$ cat config.mk
export PLATFORM = sky130hd
export DESIGN_NAME = phase_det_oloop
export DESIGN_NICKNAME = d
export VERILOG_FILES = /design/src/rtl/pd_oloop_pkg.sv /design/src/rtl/pd_sampler.sv /design/src/rtl/pd_lag_cell.sv /design/src/rtl/pd_pi_detect.sv /design/src/rtl/phase_det_oloop.sv
export SDC_FILE = /design/constraint.sdc
export NUM_CORES = 1
export LEC_CHECK = 0
export ABC_CLOCK_PERIOD_IN_PS = 1320
export CORE_AREA = 2 2 39 41
export DETAILED_ROUTE_END_ITERATION = 7
export DIE_AREA = 0 0 41 43
export PLACE_DENSITY = 0.51
export SYNTH_ARGS = -nofsm -noshare
export SYNTH_HDL_FRONTEND = slang
export SYNTH_HIERARCHICAL = 1
export SYNTH_SLANG_ARGS = --single-unit
$ cat constraint.sdc
create_clock -name clk -period 1.32 [get_ports clk]
set_input_delay 0.33 -clock clk [delete_from_list [all_inputs] [get_ports clk]]
set_output_delay 0.33 -clock clk [all_outputs]
set_load 0.01 [all_outputs]
$ cat src/rtl/pd_oloop_pkg.sv
package pd_oloop_pkg;

    // One sample of both compared inputs.
    typedef struct packed {
        logic a;
        logic b;
    } pd_pair_t;

    // Number of system clocks of input alignment, equal to the lag-cell latency.
    localparam int unsigned PD_ALIGN_STAGES = 1;

endpackage

$ cat src/rtl/pd_sampler.sv
module pd_sampler
    import pd_oloop_pkg::*;
#(
    parameter int unsigned ALIGN = PD_ALIGN_STAGES
) (
    input  logic     clk,
    input  logic     rst_n,
    input  logic     a_in,
    input  logic     b_in,
    output pd_pair_t smp,
    output pd_pair_t aln
);

    localparam int unsigned NSTG = (ALIGN < 1) ? 1 : ALIGN;

    typedef struct packed {
        pd_pair_t            smp;
        pd_pair_t [NSTG-1:0] dly;
    } smp_state_t;

    smp_state_t st_d, st_q;

    always_comb begin
        st_d       = st_q;
        st_d.smp.a = a_in;
        st_d.smp.b = b_in;
        st_d.dly[0] = st_q.smp;
        for (int i = 1; i < int'(NSTG); i++) begin
            st_d.dly[i] = st_q.dly[i-1];
        end
    end

    always_ff @(posedge clk or negedge rst_n) begin
        if (!rst_n) begin
            st_q <= '0;
        end else begin
            st_q <= st_d;
        end
    end

    assign smp = st_q.smp;
    assign aln = st_q.dly[NSTG-1];

    // the aligned copy is the sample taken one edge earlier.
    a_r5_align_one_edge: assert property (@(posedge clk) disable iff (!rst_n)
        (NSTG == 1) |=> (aln == $past(smp)));

endmodule

$ cat src/rtl/pd_lag_cell.sv
module pd_lag_cell
    import pd_oloop_pkg::*;
(
    input  logic     clk,
    input  logic     rst_n,
    input  pd_pair_t smp,
    output logic     lag
);

    typedef struct packed {
        logic lag;
    } lag_state_t;

    lag_state_t st_d, st_q;

    always_comb begin
        st_d = st_q;
        unique case ({smp.a, smp.b})
            2'b00:   st_d.lag = 1'b1;
            2'b11:   st_d.lag = 1'b0;
            default: st_d.lag = st_q.lag;
        endcase
    end

    always_ff @(posedge clk or negedge rst_n) begin
        if (!rst_n) begin
            st_q <= '0;
        end else begin
            st_q <= st_d;
        end
    end

    assign lag = st_q.lag;

    a_r2_lag_set: assert property (@(posedge clk) disable iff (!rst_n)
        (!smp.a && !smp.b) |=> lag);

    a_r3_lag_clear: assert property (@(posedge clk) disable iff (!rst_n)
        (smp.a && smp.b) |=> !lag);

    a_r4_lag_hold: assert property (@(posedge clk) disable iff (!rst_n)
        (smp.a != smp.b) |=> $stable(lag));

endmodule

$ cat src/rtl/pd_pi_detect.sv
module pd_pi_detect
    import pd_oloop_pkg::*;
#(
    parameter int unsigned MAX_WIN = 3,
    localparam int unsigned WIN_W  = $clog2(MAX_WIN + 1),
    localparam int unsigned HIST   = (MAX_WIN > 1) ? (MAX_WIN - 1) : 1
) (
    input  logic             clk,
    input  logic             rst_n,
    input  pd_pair_t         smp,
    input  pd_pair_t         aln,
    input  logic [WIN_W-1:0] win_sel,
    output logic             pi
);

    typedef struct packed {
        logic [HIST-1:0] a_hist;
        logic [HIST-1:0] b_hist;
        logic            pi;
    } pi_state_t;

    pi_state_t        st_d, st_q;
    logic             a_rise, b_fall;
    logic [WIN_W-1:0] eff_win;
    logic [HIST-1:0]  win_mask;
    logic             a_recent, b_recent;

    // One-cycle edge pulses from the sample stage and its aligned copy.
    assign a_rise = smp.a & ~aln.a;
    assign b_fall = ~smp.b & aln.b;

    always_comb begin
        if (win_sel == '0) begin
            eff_win = WIN_W'(1);
        end else if (int'(win_sel) > int'(MAX_WIN)) begin
            eff_win = WIN_W'(MAX_WIN);
        end else begin
            eff_win = win_sel;
        end
        for (int i = 0; i < int'(HIST); i++) begin
            win_mask[i] = (i < (int'(eff_win) - 1));
        end
    end

    assign a_recent = |(st_q.a_hist & win_mask);
    assign b_recent = |(st_q.b_hist & win_mask);

    always_comb begin
        st_d    = st_q;
        st_d.pi = (a_rise & (b_fall | b_recent)) | (b_fall & a_recent);
        if (HIST > 1) begin
            st_d.a_hist = {st_q.a_hist[HIST-2:0], a_rise};
            st_d.b_hist = {st_q.b_hist[HIST-2:0], b_fall};
        end else begin
            st_d.a_hist[0] = a_rise;
            st_d.b_hist[0] = b_fall;
        end
    end

    always_ff @(posedge clk or negedge rst_n) begin
        if (!rst_n) begin
            st_q <= '0;
        end else begin
            st_q <= st_d;
        end
    end

    assign pi = st_q.pi;

    // a flag is always caused by one of the two edge pulses in the previous cycle.
    a_r7_pi_has_edge: assert property (@(posedge clk) disable iff (!rst_n)
        pi |-> $past(a_rise || b_fall));

    // the effective window never falls outside 1..MAX_WIN.
    a_r9_window_range: assert property (@(posedge clk) disable iff (!rst_n)
        (eff_win != '0) && (int'(eff_win) <= int'(MAX_WIN)));

endmodule

$ cat src/rtl/phase_det_oloop.sv
module phase_det_oloop
    import pd_oloop_pkg::*;
#(
    parameter int unsigned MAX_WIN = 3,
    localparam int unsigned WIN_W  = $clog2(MAX_WIN + 1)
) (
    input  logic             clk,
    input  logic             rst_n,
    input  logic             a_in,
    input  logic             b_in,
    input  logic [WIN_W-1:0] win_sel,
    output logic             up,
    output logic             dn,
    output logic             lag,
    output logic             pi_det
);

    pd_pair_t smp, aln;
    logic     lag_w, pi_w;

    pd_sampler #(.ALIGN(PD_ALIGN_STAGES)) u_sampler (
        .clk   (clk),
        .rst_n (rst_n),
        .a_in  (a_in),
        .b_in  (b_in),
        .smp   (smp),
        .aln   (aln)
    );

    pd_lag_cell u_lag (
        .clk   (clk),
        .rst_n (rst_n),
        .smp   (smp),
        .lag   (lag_w)
    );

    pd_pi_detect #(.MAX_WIN(MAX_WIN)) u_pi (
        .clk     (clk),
        .rst_n   (rst_n),
        .smp     (smp),
        .aln     (aln),
        .win_sel (win_sel),
        .pi      (pi_w)
    );

    assign up     = aln.a & ~lag_w;
    assign dn     = aln.b & lag_w;
    assign lag    = lag_w;
    assign pi_det = pi_w;

    // one edge under reset leaves every output at zero.
    a_r1_reset_clear: assert property (@(posedge clk)
        !rst_n |=> (!lag && !up && !dn && !pi_det));

    // a steering output is driven only by an input sampled high one edge before.
    a_r5_up_source: assert property (@(posedge clk) disable iff (!rst_n)
        up |-> $past(smp.a));

    a_r6_dn_source: assert property (@(posedge clk) disable iff (!rst_n)
        dn |-> $past(smp.b));

endmodule

Word-level counts from Yosys, hierarchy flattened
Index checks and enable logic that the tools add are counted.
Cells by class
  add/sub/neg operators: 1
  order comparisons: 2
  equality and inequality tests: 1
  muxes and demuxes: 2
  bitwise operators: 13
  reduce and logical (&&, ||, !) cells: 5
Operators with widths (count)
  $lt 1x32->1 const A: 1
  $lt 2x32->1 const A: 1
  $and 1x1->1: 6
  $and 2x2->2: 2
  $logic_not 2->1: 2
  $reduce_or 2->1: 2
  $not 1->1: 3
  $sub 2x1->3 const B: 1
  $eq 2x2->1 const B: 1
  $mux 2: 1
  $or 1x1->1: 2
  $pmux 1 s2: 1
  $reduce_bool 2->1: 1
Word-level totals
  flip-flop bits (word level): 10

Logic depth before layout (Yosys ltp)
  depth in word-level cells: 9
  gate-level depth with buffers: 3

Cells and area by module
Netlist, hierarchy kept.
By module, submodules not included
  pd_pi_detect: instances 1, cells an instance 13, area each 187.7 sq um
  pd_sampler: instances 1, cells an instance 4, area each 100.1 sq um
  pd_lag_cell: instances 1, cells an instance 4, area each 51.3 sq um
  phase_det_oloop: instances 1, cells an instance 2, area each 16.3 sq um

Worst setup path after synthesis
Ideal clock, no wire load.
  path type: register to output
  from: register u_lag.st_q (netlist: u_lag/lag)
  to: output port up
  arrival: 0.647 ns
  data required time: 0.990 ns
  setup slack: 0.343 ns
  stages on the path, launching flop included: 2
  buffers on the path: 0
  cell sequence: dfrtp_1 > and2b_2
On the way
  longest elaborated chain between the ends: 2
Ends and longest elaborated chain
  start, declared: line pd_lag_cell.sv:14  | lag_state_t st_d, st_q;
  start signal, assigned: line pd_lag_cell.sv:29  | st_q <= st_d;
  $not 1->1: line phase_det_oloop.sv:46  | assign up = aln.a & ~lag_w;
  $and 1x1->1: line phase_det_oloop.sv:46
  end, declared: line phase_det_oloop.sv:12  | output logic up,
No other way between the ends.

Final worst setup path
Same ends and word-level chain as after synthesis.

==> impl_results.md <==
* CP max stage delay at 0.40 ns
* Number of I/O pins at 10
* CP delay by family, top: flip-flops
* RSZ-0062 raised after global routing: yes
* DIE AREA at 1760 sq um
* Top cells by area, synth: dfrtp_1 (70%), nor2b_4 (3.9%), ha_1 (3.5%)
* Hold Vio Cnt, Final at 0
* N_diodes at 0
* Placed insts at 48
* Post-synth cell types at 14
* DRT antenna net count at 0
* Routability Congestion at 0.594
* Final Skew at 0.00382 ns
* CP cell instances: buf_6, and2b_2, buf_6
* Fin cells at 54
* Syn Inst Count at 23
* Vias per inst at 4.20
* Layout area overhead at 41.9%
* Result of the run: finished with violations
* Std-Cell Rows at 14
* CP most frequent cell: buf_6
* Iteration-0 DRC Markers at 0
* Htree depth at 1
* Final wirelength at 560 um
* CTS tree: built
* Die width at 41 um
* Largest net degree at the start of global routing at 11
* Initial Util at 25.7%
* Nets at 47
* Post-synth ARST share at 100%
* Number of iterations in the first detailed-routing pass at 1
* Worst slew pin tran at 0.429 ns
* Seq/Total Area, Yosys at 70.4%
* P_leak at 0.000251 uW
* First-pass GRT wire length at 1.01 mm
* Die H at 43 um
* Max rail drop VDD at 0.457 mV
* Worst-skew pair later-pin latency at 0.26 ns
* CP max FO at 3
* Max Root-Sink Buffers at 2
* Setup violators final at 1
* GRT Util Overall at 9.16%
* Core area at 1380 sq um
* Failing checks: setup timing
* Post-cts hold buffer count at 0
* Initial antenna violation count at 0
* Grt total ovfl at 0
* CP Buf/Inv Count at 2
* Crit. End Element: primary output
* Critical Path RT at 0.99 ns
* MaxCap Viol Count at 0
* DRC violations left at 0
* Max Clk Rate at 711 MHz
* Clock Pin Slew Worst Setup and Hold Paths at 0.06 ns
* Yosys reg bits at 10
* Clk sink count at 10
* Most common cell in the netlist: dfrtp_1
* Clock root buffer: clkbuf_4
* PwrDens at 1240 nW/um^2
* TritonCTS Buffers at 3
* Setup ws final at -0.0856 ns
* Netlist Area Pre-Place at 355 sq um
* IO Port Bufs at 9
* Synth warn at 6
* Period utilization at 106%
* Cell taking the most area after synthesis: dfrtp_1
* Synth top area share at 70.4%
* Routed WL per cell at 10.4 um
* Worst hold path class: primary input to asynchronous set/reset pin
* Leading register cell type out of synthesis: dfrtp_1
* Layout cells sized above 1 at 39.5%
* Total number of vias at 227
* Crit path time final at 1.41 ns
* Mapped Avg Cell Area at 15.4 sq um
* EDFF count, synth at 0
* CP max stage cell: dfrtp_1
* Crit path DAT at 1.08 ns
* Setup tns final at -0.0856 ns
* Critical Path Source Type: register
* Vias in the first global route at 259
* Max-slew violations at 0
* Mapped Nets at 30
* Worst Setup Path Type: register to primary output
* Max_slew headroom at 71.3%
-- worst paths after layout --
path                                                  from                    endpoint  slack (ns)  depth (start not counted)
max in group asynchronous                            rst_n  u_sampler/aln[1]$_DFF_PN0_        0.64                          1
worst min-delay path                                 rst_n      u_pi/st_q[2]$_DFF_PN0_        0.38                          1
worst max-delay path                 u_lag/lag$_DFFE_PN0P_                          up       -0.09                          3
min in group clk                    u_pi/st_d[2]$_DFF_PN0_      u_pi/st_q[2]$_DFF_PN0_        0.38                          0
worst min register to register      u_pi/st_d[2]$_DFF_PN0_      u_pi/st_q[2]$_DFF_PN0_        0.38                          0
worst max register to register  u_sampler/smp[0]$_DFF_PN0_       u_lag/lag$_DFFE_PN0P_        0.35                          2
-- cells by family (layout without fill, tap and decap cells) --
logic type                 Yosys count  count (layout)  synth area share [%]
buffers and inverters                1              16                  1.06
adders and majority gates            1               1                  3.52
muxes                                1               1                  2.82
AOI/OAI and AO/OA                    3               3                  7.04
and+or+nand+nor                      7               7                  15.1
DFF                                 10              10                  70.4
-- sequential cells by signal, indices dropped and copies added, names as in the netlist --
signal,flops
u_sampler/aln,2
u_lag/lag,1
u_pi/st_q,2
u_sampler/smp,2
u_pi/st_d,2
u_pi/pi,1
-- cell type report --
type,count,area [sq um]
sequential,10,250
multi-input combinational,12,101
fill,140,880
tap,16,20.0
clock buffer,3,22.5
inverter,1,3.75
timing repair buffer,12,106
-- repair_timing --
item,4_1_cts,5_1_grt
setup endpoints to repair,4,2
gates resized for setup,15,0
setup buffers,2,1
pin swaps,0,0
-- cells in the final DEF, fill, tap and decap left out --
cell type,instances
dfrtp_1,10
clkdlybuf4s50_1,5
clkbuf_4,3
buf_2,2
buf_6,2
buf_4,2
and2b_2,1
and2_2,1
dlygate4sd2_1,1
inv_1,1
mux2i_1,1
ha_1,1
nor2b_4,1
nor2b_2,1
a21oi_1,1
nand2_2,1
a21o_1,1
nand3_1,1
nand2_1,1
o211ai_2,1
-- where the power goes --
part | switching [uW] | internal [uW] | total [uW]
registers | 11.5 | 325 | 336
logic | 33.1 | 57.3 | 90.4
clock network | 92.2 | 105 | 197
total | 137 | 487 | 624
-- stage by stage --
stage | cell area (sq um) | utilization (%) | power [uW] | hold slack, ns | worst slack [ns]
final | 504 | 36.4 | 624 | 0.377 | -0.0856
after global routing | 504 | 36.4 | 669 | 0.393 | -0.139
after CTS | 497 | 35.9 | 628 | 0.385 | -0.0929
after detailed placement | 465 | 33.6 | 422 | 0.371 | -0.124
after global placement | 465 | 33.6 | 420 | 0.363 | -0.118
after floorplan | 355 | - | 371 | 0.0344 | 0.343
-- metal layers --
| metal | global-route usage (%) | vias to the layer above | wire length [um] |
|---|---|---|---|
| li1 | - | 109 | - |
| met1 | 10.1 | 109 | 233 |
| met2 | 13.1 | 9 | 274 |
| met3 | 4.71 | 0 | 52 |
| met4 | 6.00 | 0 | 0 |
| met5 | 0 | - | 0 |
(Power assumes the default switching activity.)
